## config.mk

```make
export PLATFORM = sky130hd
export DESIGN_NAME = ctrl_xfer_unit
export DESIGN_NICKNAME = d
export VERILOG_FILES = /design/src/rtl/cxu_pkg.sv /design/src/rtl/cxu_slot.sv /design/src/rtl/cxu_rdfmt.sv /design/src/rtl/cxu_seq.sv /design/src/rtl/ctrl_xfer_unit.sv
export SDC_FILE = /design/constraint.sdc
export NUM_CORES = 2
export LEC_CHECK = 0
export BUFFER_PORTS_ARGS = -buffer_cell sky130_fd_sc_hd__buf_2
export CAP_MARGIN = 20
export CORE_ASPECT_RATIO = 1.75
export CORE_MARGIN = 2
export CORE_UTILIZATION = 61
export DETAILED_ROUTE_END_ITERATION = 8
export GPL_TIMING_DRIVEN = 0
export MAX_ROUTING_LAYER = met4
export PLACE_DENSITY = 0.88
export SYNTH_ARGS = -nofsm -noshare
export SYNTH_HDL_FRONTEND = slang
export SYNTH_SLANG_ARGS = --single-unit
```

## constraint.sdc

```tcl
create_clock -name clk -period 2.5 [get_ports clk]
set_input_delay 0.75 -clock clk [delete_from_list [all_inputs] [get_ports clk]]
set_output_delay 0.75 -clock clk [all_outputs]
set_load 0.01 [all_outputs]
```

## src/rtl/cxu_pkg.sv

```systemverilog
package cxu_pkg;

   typedef enum logic [2:0] {
      SLOT_ZERO,
      SLOT_PLAIN,
      SLOT_RO,
      SLOT_SEED,
      SLOT_CTRL,
      SLOT_START
   } slot_kind_e;

   typedef enum logic {
      ST_IDLE,
      ST_HOLD
   } seq_state_e;

   // Classify a register index by its write rule.
   function automatic slot_kind_e slot_kind(input int idx, input int flag_i,
                                            input int pc_i, input int stat_i,
                                            input int seed_i, input int ctrl_i,
                                            input int start_i);
      if (idx == 0)                                          return SLOT_ZERO;
      if (idx == flag_i || idx == pc_i || idx == stat_i)     return SLOT_RO;
      if (idx == seed_i)                                     return SLOT_SEED;
      if (idx == ctrl_i)                                     return SLOT_CTRL;
      if (idx == start_i)                                    return SLOT_START;
      return SLOT_PLAIN;
   endfunction

endpackage

```

## src/rtl/cxu_slot.sv

```systemverilog
module cxu_slot #(
   parameter int            DW        = 32,
   parameter logic [DW-1:0] KEEP_MASK = '1,
   parameter logic [DW-1:0] FORCE_VAL = '0,
   parameter logic [DW-1:0] RST_VAL   = '0
) (
   input  logic          clk,
   input  logic          rst,
   input  logic          we,
   input  logic [DW-1:0] wdata,
   output logic [DW-1:0] q
);

   always_ff @(posedge clk) begin
      if (rst) begin
         q <= RST_VAL;
      end else if (we) begin
         q <= (wdata & KEEP_MASK) | FORCE_VAL;
      end
   end

endmodule

```

## src/rtl/cxu_rdfmt.sv

```systemverilog
module cxu_rdfmt #(
   parameter int DW     = 32,
   parameter int KEEP_W = 23
) (
   input  logic [DW-1:0]   val,
   input  logic            masked,
   output logic [2*DW-1:0] dout
);

   always_comb begin
      if (masked) begin
         dout = {{(2*DW-KEEP_W){1'b0}}, val[KEEP_W-1:0]};
      end else begin
         dout = {{DW{val[DW-1]}}, val};
      end
   end

endmodule

```

## src/rtl/cxu_seq.sv

```systemverilog
module cxu_seq #(
   parameter int IDX_W     = 5,
   parameter int DW        = 32,
   parameter int IDX_START = 31
) (
   input  logic             clk,
   input  logic             rst,
   input  logic             req_valid,
   output logic             req_ready,
   input  logic             req_write,
   input  logic [IDX_W-1:0] req_idx,
   input  logic [DW-1:0]    req_wdata,
   input  logic             req_interlock,
   input  logic             req_dst_zero,
   input  logic             cp_busy,
   input  logic             u1_busy,
   output logic             commit,
   output logic             cur_write,
   output logic [IDX_W-1:0] cur_idx,
   output logic [DW-1:0]    cur_wdata,
   output logic             cur_dstz
);
   import cxu_pkg::*;

   localparam logic [IDX_W-1:0] START_I = IDX_W'(IDX_START);

   seq_state_e state;
   logic       cur_il;
   logic       wait_il;
   logic       wait_u1;

   assign req_ready = (state == ST_IDLE);
   assign wait_il   = cur_il & cp_busy;
   assign wait_u1   = cur_write & (cur_idx == START_I) & u1_busy;
   assign commit    = (state == ST_HOLD) & ~wait_il & ~wait_u1;

   always_ff @(posedge clk) begin
      if (rst) begin
         state     <= ST_IDLE;
         cur_write <= 1'b0;
         cur_idx   <= '0;
         cur_wdata <= '0;
         cur_dstz  <= 1'b0;
         cur_il    <= 1'b0;
      end else begin
         case (state)
            ST_IDLE: begin
               if (req_valid) begin
                  state     <= ST_HOLD;
                  cur_write <= req_write;
                  cur_idx   <= req_idx;
                  cur_wdata <= req_wdata;
                  cur_dstz  <= req_dst_zero;
                  cur_il    <= req_interlock;
               end
            end
            default: begin
               if (commit) state <= ST_IDLE;
            end
         endcase
      end
   end

endmodule

```

## src/rtl/ctrl_xfer_unit.sv

```systemverilog
module ctrl_xfer_unit #(
   parameter int            NREG        = 32,
   parameter int            DW          = 32,
   parameter int            ADDR_W      = 16,
   parameter int            IDX_SEED    = 20,
   parameter int            IDX_FLAG    = 24,
   parameter int            IDX_PC      = 26,
   parameter int            IDX_CTRL    = 28,
   parameter int            IDX_STATUS  = 29,
   parameter int            IDX_START   = 31,
   parameter int            SEED_KEEP_W = 23,
   parameter logic [DW-1:0] SEED_FORCE  = 32'h3F80_0000,
   parameter logic [DW-1:0] CTRL_MASK   = 32'h0000_0C0C,
   parameter int            BIT_BRK0    = 0,
   parameter int            BIT_RST0    = 1,
   parameter int            BIT_BRK1    = 8,
   parameter int            BIT_RST1    = 9,
   localparam int           IDX_W       = $clog2(NREG)
) (
   input  logic              clk,
   input  logic              rst,
   input  logic              req_valid,
   output logic              req_ready,
   input  logic              req_write,
   input  logic [IDX_W-1:0]  req_idx,
   input  logic [DW-1:0]     req_wdata,
   input  logic              req_interlock,
   input  logic              req_dst_zero,
   output logic              rsp_valid,
   output logic              rsp_wen,
   output logic [2*DW-1:0]   rsp_rdata,
   input  logic              cp_busy,
   input  logic              u1_busy,
   input  logic [DW-1:0]     cp_flag_in,
   input  logic [DW-1:0]     cp_pc_in,
   input  logic [DW-1:0]     cp_status_in,
   output logic              u0_brk,
   output logic              u0_rst,
   output logic              u1_brk,
   output logic              u1_rst,
   output logic              u1_start,
   output logic [ADDR_W-1:0] u1_start_addr
);
   import cxu_pkg::*;

   localparam logic [DW-1:0]    SEED_KEEP = DW'((64'd1 << SEED_KEEP_W) - 64'd1);
   localparam logic [IDX_W-1:0] CTRL_I    = IDX_W'(IDX_CTRL);
   localparam logic [IDX_W-1:0] START_I   = IDX_W'(IDX_START);
   localparam logic [IDX_W-1:0] SEED_I    = IDX_W'(IDX_SEED);

   // Elaboration-time parameter checks
   if (NREG != (1 << IDX_W)) begin : g_bad_nreg
      initial $fatal(1, "NREG must be a power of two");
   end
   if (SEED_KEEP_W >= DW || ADDR_W > DW) begin : g_bad_width
      initial $fatal(1, "field widths exceed the data width");
   end
   if (BIT_RST1 >= DW || BIT_BRK1 >= DW || BIT_RST0 >= DW || BIT_BRK0 >= DW) begin : g_bad_bits
      initial $fatal(1, "control bit position outside the data word");
   end
   if (IDX_START >= NREG || IDX_CTRL >= NREG || IDX_SEED >= NREG ||
       IDX_FLAG >= NREG || IDX_PC >= NREG || IDX_STATUS >= NREG) begin : g_bad_idx
      initial $fatal(1, "special register index outside the register file");
   end

   logic             commit;
   logic             cur_write;
   logic [IDX_W-1:0] cur_idx;
   logic [DW-1:0]    cur_wdata;
   logic             cur_dstz;

   cxu_seq #(.IDX_W(IDX_W), .DW(DW), .IDX_START(IDX_START)) u_seq (
      .clk          (clk),
      .rst          (rst),
      .req_valid    (req_valid),
      .req_ready    (req_ready),
      .req_write    (req_write),
      .req_idx      (req_idx),
      .req_wdata    (req_wdata),
      .req_interlock(req_interlock),
      .req_dst_zero (req_dst_zero),
      .cp_busy      (cp_busy),
      .u1_busy      (u1_busy),
      .commit       (commit),
      .cur_write    (cur_write),
      .cur_idx      (cur_idx),
      .cur_wdata    (cur_wdata),
      .cur_dstz     (cur_dstz)
   );

   logic [NREG-1:0][DW-1:0] slot_q;

   for (genvar i = 0; i < NREG; i++) begin : g_slot
      localparam slot_kind_e KIND = slot_kind(i, IDX_FLAG, IDX_PC, IDX_STATUS,
                                              IDX_SEED, IDX_CTRL, IDX_START);
      if (KIND == SLOT_ZERO) begin : g_zero
         assign slot_q[i] = '0;
      end else if (KIND == SLOT_RO) begin : g_ro
         if (i == IDX_FLAG) begin : g_flag
            assign slot_q[i] = cp_flag_in;
         end else if (i == IDX_PC) begin : g_pc
            assign slot_q[i] = cp_pc_in;
         end else begin : g_stat
            assign slot_q[i] = cp_status_in;
         end
      end else begin : g_store
         localparam logic [DW-1:0] KEEP  = (KIND == SLOT_SEED) ? SEED_KEEP :
                                           (KIND == SLOT_CTRL) ? CTRL_MASK : '1;
         localparam logic [DW-1:0] FORCE = (KIND == SLOT_SEED) ? SEED_FORCE : '0;
         localparam logic [DW-1:0] RSTV  = (KIND == SLOT_SEED) ? SEED_FORCE : '0;
         logic we;
         assign we = commit & cur_write & (cur_idx == IDX_W'(i));
         cxu_slot #(.DW(DW), .KEEP_MASK(KEEP), .FORCE_VAL(FORCE), .RST_VAL(RSTV)) u_reg (
            .clk  (clk),
            .rst  (rst),
            .we   (we),
            .wdata(cur_wdata),
            .q    (slot_q[i])
         );
      end
   end

   logic [2*DW-1:0] fmt_data;

   cxu_rdfmt #(.DW(DW), .KEEP_W(SEED_KEEP_W)) u_fmt (
      .val   (slot_q[cur_idx]),
      .masked(cur_idx == SEED_I),
      .dout  (fmt_data)
   );

   logic wr_ctrl;
   logic wr_start;
   logic rd_live;

   assign wr_ctrl  = commit & cur_write & (cur_idx == CTRL_I);
   assign wr_start = commit & cur_write & (cur_idx == START_I);
   assign rd_live  = ~cur_write & ~cur_dstz;

   always_ff @(posedge clk) begin
      if (rst) begin
         rsp_valid     <= 1'b0;
         rsp_wen       <= 1'b0;
         rsp_rdata     <= '0;
         u0_brk        <= 1'b0;
         u0_rst        <= 1'b0;
         u1_brk        <= 1'b0;
         u1_rst        <= 1'b0;
         u1_start      <= 1'b0;
         u1_start_addr <= '0;
      end else begin
         rsp_valid <= commit;
         rsp_wen   <= commit & rd_live;
         if (commit) rsp_rdata <= rd_live ? fmt_data : '0;
         u0_brk    <= wr_ctrl & cur_wdata[BIT_BRK0];
         u0_rst    <= wr_ctrl & cur_wdata[BIT_RST0];
         u1_brk    <= wr_ctrl & cur_wdata[BIT_BRK1];
         u1_rst    <= wr_ctrl & cur_wdata[BIT_RST1];
         u1_start  <= wr_start;
         if (wr_start) u1_start_addr <= cur_wdata[ADDR_W-1:0];
      end
   end

endmodule

```

==> metrics.log, run 1 <==
[metrics] GRT overflow: 79
[metrics] synthesized cell area: 0.0409 mm^2
[metrics] # rows: 125
[metrics] first error line in the log: [ERROR GRT-0116] Global routing finished with congestion. Check the congestion regions in the DRC Viewer.
[metrics] vias in the first global route: 44600
[metrics] number of nets produced by synthesis: 5129
[metrics] number of buffers added on ports: 228
[metrics] first-pass GRT wire length: 347000 um
[metrics] clock root buffer master: clkbuf_16
[metrics] die extent in y: 346 um
[metrics] effective utilization at floorplan: 61.6%
[metrics] number of sinks handled by clock tree synthesis: 939
[metrics] x dimension of the die: 200 um
[metrics] async set-or-reset flop fraction in the synthesized netlist: 0%
[metrics] number of enable flip-flop cells after synthesis: 0
[metrics] placed wire-length estimate after detailed placement: 159000 um
[metrics] number of buffers inserted during clock tree synthesis: 84
[metrics] number of flip-flops and latches in the synthesized netlist: 939
[metrics] H-Tree Depth: 3
[metrics] pin count of the biggest net entering global routing: 35
[metrics] register area share after synthesis: 46.0%
[metrics] IO Count: 229
[metrics] run status: aborted with a tool error
[metrics] Clock Path Buffers: 3
[metrics] warning count from the yosys run: 0
[metrics] GP Congestion: 1.18
[metrics] share of the synthesized area in the top cell type: 46.0%
[metrics] synthesized instance count: 4988
[metrics] global-route usage over all layers: 73.5%
[metrics] Most used DFF post-synth: dfxtp_1
[metrics] Failed at: global routing
[metrics] Yosys top cell by area: dfxtp_1
[metrics] Post-Syn Area per Cell: 8.19 um^2
[metrics] dominant cells by area after synthesis: dfxtp_1, nand2_1, a21oi_1
[metrics] number of distinct library cells after synthesis: 61
==> cell families after synthesis <==
kind of cell / after synthesis / synth area share [%]
DFF: 939 / 46.0
buffers and inverters: 556 / 6.46
muxes: 304 / 12.4
and+or+nand+nor: 2043 / 19.5
AOI/OAI and AO/OA: 1146 / 15.6
==> synthesized netlist by cell type (3+ instances only) <==
cell type	count
a211o_1	4
o2111ai_1	3
a22oi_1	13
buf_6	22
nor2b_1	18
mux2_2	39
a221o_1	11
nor2_1	41
buf_2	98
and3_1	7
dfxtp_1	939
clkbuf_1	354
a221oi_1	37
nor3b_1	5
buf_1	3
o22ai_1	15
a21oi_1	918
mux2i_1	108
o31ai_1	17
nor4_2	3
nand3_1	29
buf_4	71
mux4_2	157
nand4_1	3
o21a_1	4
a31oi_1	9
o21ai_0	30
a32o_1	13
o21ai_1	3
a311oi_1	4
o2bb2ai_1	11
o211ai_1	4
o221ai_1	15
nor3_1	21
inv_1	7
nand2_1	1882
nor3_2	10
a2111oi_0	10
a211oi_1	10
a22o_1	4
and2_1	11
==> through the flow <==
step | instance area [um^2] | hold slack (ns) | utilization, % | worst slack [ns] | std cells
floorplan | 40900 | 0.428 | - | 0.396 | 4988
global placement | 43100 | 0.431 | 65.0 | -1.40 | 6105
detailed placement | 43300 | 0.443 | 65.4 | -1.44 | 6119
CTS | 48200 | 0.291 | 72.7 | -0.0645 | 6305
==> metal layers <==
layer / GRT usage, % / GRT overflow
met5: - / -
met2: 88.8 / 30
met1: 75.0 / 3
met3: 53.1 / 1
met4: 69.2 / 45
==> repair_timing <==
action | in CTS
pin swaps | 20
gates resized for setup | 412
hold buffers | 0
gates cloned | 1
buffers inserted | 37
endpoints found under the setup margin | 928
==> inputs of run 2 (changes only) <==
Settings changed: CORE_ASPECT_RATIO 1.75 to not set, CORE_UTILIZATION 61 to 40, MAX_ROUTING_LAYER met4 to not set, PLACE_DENSITY 0.88 to not set, PLACE_DENSITY_LB_ADDON set to 0.15.
==> metrics.log, run 2 <==
[metrics] Placement Cell Area: 0.0439 mm^2
[metrics] most common cell after layout, fill and taps aside: nand2_1
[metrics] share of cells above drive strength 1: 21.0%
[metrics] first-pass GRT wire length: 302000 um
[metrics] GRT overflow: 0
[metrics] # rows: 117
[metrics] GP Congestion: 1.08
[metrics] Worst setup SP type: input port
[metrics] max FFs per register: 859
[metrics] Yosys top cell by area: dfxtp_1
[metrics] clk_skew: 0.0289 ns
[metrics] pin count of the biggest net entering global routing: 35
[metrics] final worst setup slack: -0.204 ns
[metrics] dominant cells by area after synthesis: dfxtp_1, nand2_1, a21oi_1
[metrics] clock root buffer master: clkbuf_16
[metrics] number of flip-flops and latches in the synthesized netlist: 939
[metrics] register area share after synthesis: 46.0%
[metrics] post-detailed-route count of antenna-violating nets: 0
[metrics] path category of the worst min-delay check: in -> reg
[metrics] share of the synthesized area in the top cell type: 46.0%
[metrics] global-route usage over all layers: 42.0%
[metrics] Layout fillers: 10000
[metrics] Max FO, Critical Path: 10
[metrics] vias in the first global route: 37600
[metrics] slew of the pin with the lowest slew margin: 1.28 ns
[metrics] die area: 0.105 mm^2
[metrics] routed wirelength normalized by instance count: 33.0 um
[metrics] clock-pin slew of the registers on the worst-case setup and hold paths: 0.06 ns
[metrics] async set-or-reset flop fraction in the synthesized netlist: 0%
[metrics] register containing the most flip-flops in the final layout: g_slot.g_store.u_reg.q
[metrics] number of buffers added on ports: 228
[metrics] placed wire-length estimate after detailed placement: 163000 um
[metrics] number of violations of the max-capacitance limit: 0
[metrics] final standard cell area without fillers: 0.0504 mm^2
[metrics] leakage component of the power: 17.2 nW
[metrics] number of setup violations in the final report: 143
[metrics] setup_tns: -6.84 ns
[metrics] nets@finish: 5550
[metrics] final-report max-slew violation count: 0
[metrics] Floorplan Core Area: 0.102 mm^2
[metrics] number of sinks handled by clock tree synthesis: 939
[metrics] Post-Syn Area per Cell: 8.19 um^2
[metrics] clock latency on the worst-skew pair: 0.73 ns
[metrics] number of nets produced by synthesis: 5129
[metrics] unrepaired setup endpoints after global routing: true
[metrics] number of buffers inserted during clock tree synthesis: 105
[metrics] DR vias/cell: 6.20
[metrics] top post-synthesis cells by count: nand2_1, dfxtp_1, a21oi_1
[metrics] DRC violation total after the first TritonRoute iteration: 6834
[metrics] Finished Core Util: 49.6%
[metrics] total wire length after detailed routing: 227000 um
[metrics] run status: finished, violations left
[metrics] number of enable flip-flop cells after synthesis: 0
[metrics] path type of the worst setup path: in -> reg
[metrics] x dimension of the die: 324 um
[metrics] CP Capture Type: flip-flop
[metrics] synthesized cell area: 0.0409 mm^2
[metrics] effective utilization at floorplan: 40.2%
[metrics] part of the cycle the worst path needs: 108%
[metrics] antenna violations before repair: 22
[metrics] area growth from synthesis to final layout: 23.2%
[metrics] most common cell in the synthesized netlist: nand2_1
[metrics] synthesized instance count: 4988
[metrics] warning count from the yosys run: 0
[metrics] maximum VDD drop: 0.000494 V
[metrics] data required time at the worst endpoint: 3.10 ns
[metrics] maximum frequency from static timing analysis: 370 MHz
[metrics] number of search-and-repair iterations in the first detailed-routing pass: 6
[metrics] IO Count: 229
[metrics] die extent in y: 324 um
[metrics] min Tclk post-route: 2.70 ns
[metrics] vias post-DR: 42600
[metrics] Most used DFF post-synth: dfxtp_1
[metrics] worst hold slack after final layout: 0.258 ns
[metrics] endpoint arrival time on the critical path: 3.30 ns
[metrics] violated checks: negative setup slack
[metrics] H-Tree Depth: 3
[metrics] number of distinct library cells after synthesis: 61
[metrics] Hold-fix buffers, CTS: 0
[metrics] most frequent cells in the layout: nand2_1, dfxtp_1, a21oi_1
[metrics] power density relative to cell area: 701 mW/mm^2
[metrics] Residual DRC: 0
[metrics] CTS tree: yes
[metrics] headroom to the max-slew limit: 14.5%
[metrics] Clock Path Buffers: 3
[metrics] largest registers in the final layout: g_slot.g_store.u_reg.q x859, rsp_rdata x32, u_seq.cur_wdata x32
[metrics] hold violation count in the final report: 0
-- run 2: cell counts after synthesis --
Identical to the previous run, type by type.
-- run 2: what timing repair did --
action                     CTS  global route
buffers inserted            42            43
pin swaps                   16            12
gates cloned                 1             1
setup endpoints to repair  932           762
gates resized for setup    446           143
hold endpoints to repair     0             0
-- run 2: worst max-delay path, cell delays in order --
cell	delay [ns]
buf_2	0.20
clkbuf_1	0.63
clkbuf_2	0.45
buf_8	0.23
clkbuf_1	0.69
buf_8	0.26
a21oi_1	0.05
-- run 2: metal layers --
metal  GRT usage (%)  wire length [um]  vias to the layer above
li1                -                 -                    17700
met1            53.1             84200                    20600
met2            58.7             90800                     3424
met3            15.2             31600                      887
met4            30.7             19900                       14
met5               0               332                        -
-- run 2: metrics by stage --
step,power [W],instances,setup slack [ns]
after global placement,0.0184,6584,-1.54
after detailed placement,0.0184,6598,-1.28
final,0.0353,6875,-0.204
after floorplan,0.0167,4988,0.396
after global routing,0.0356,6864,-0.0567
after CTS,0.0348,6822,0.000957
-- run 2: layout make-up --
cell class | count | area, um^2 | share of cell area, %
tap | 1368 | 1710 | 3.40
inverter | 8 | 32.5 | 0.0646
clock inverter | 44 | 549 | 1.09
timing repair buffer | 330 | 2190 | 4.36
antenna | 13 | 32.5 | 0.0646
sequential | 939 | 18800 | 37.3
buffer | 532 | 3590 | 7.13
multi-input combinational | 3493 | 20400 | 40.5
clock buffer | 148 | 3050 | 6.05
-- run 2: final timing paths --
path | end | slack, ns | start | cells past startpoint
setup reg to reg | rsp_rdata[17]$_SDFFE_PP0N_ | -0.14 | u_seq.cur_idx[4]$_SDFFE_PP0P_ | 6
hold / removal | u_seq.cur_wdata[9]$_SDFFE_PP0P_ | 0.26 | req_wdata[9] | 3
hold reg to reg | rsp_rdata[19]$_SDFFE_PP0N_ | 0.45 | rsp_rdata[19]$_SDFFE_PP0N_ | 2
setup / recovery | g_slot[1].g_store.u_reg.q[29]$_SDFFE_PP0P_ | -0.20 | rst | 7
-- run 2: where the power goes --
group	switching [W]	internal (W)	total (W)
sequential	0.0000443	0.0150	0.0151
combinational	0.00272	0.000984	0.00371
clock	0.00692	0.00961	0.0165
-- run 2: cell families after synthesis --
group / synth area share, %
simple gates: 19.5
compound gates: 15.6
flops: 46.0
buf+inv: 6.46
mux: 12.4
(Power assumes the default switching activity.)
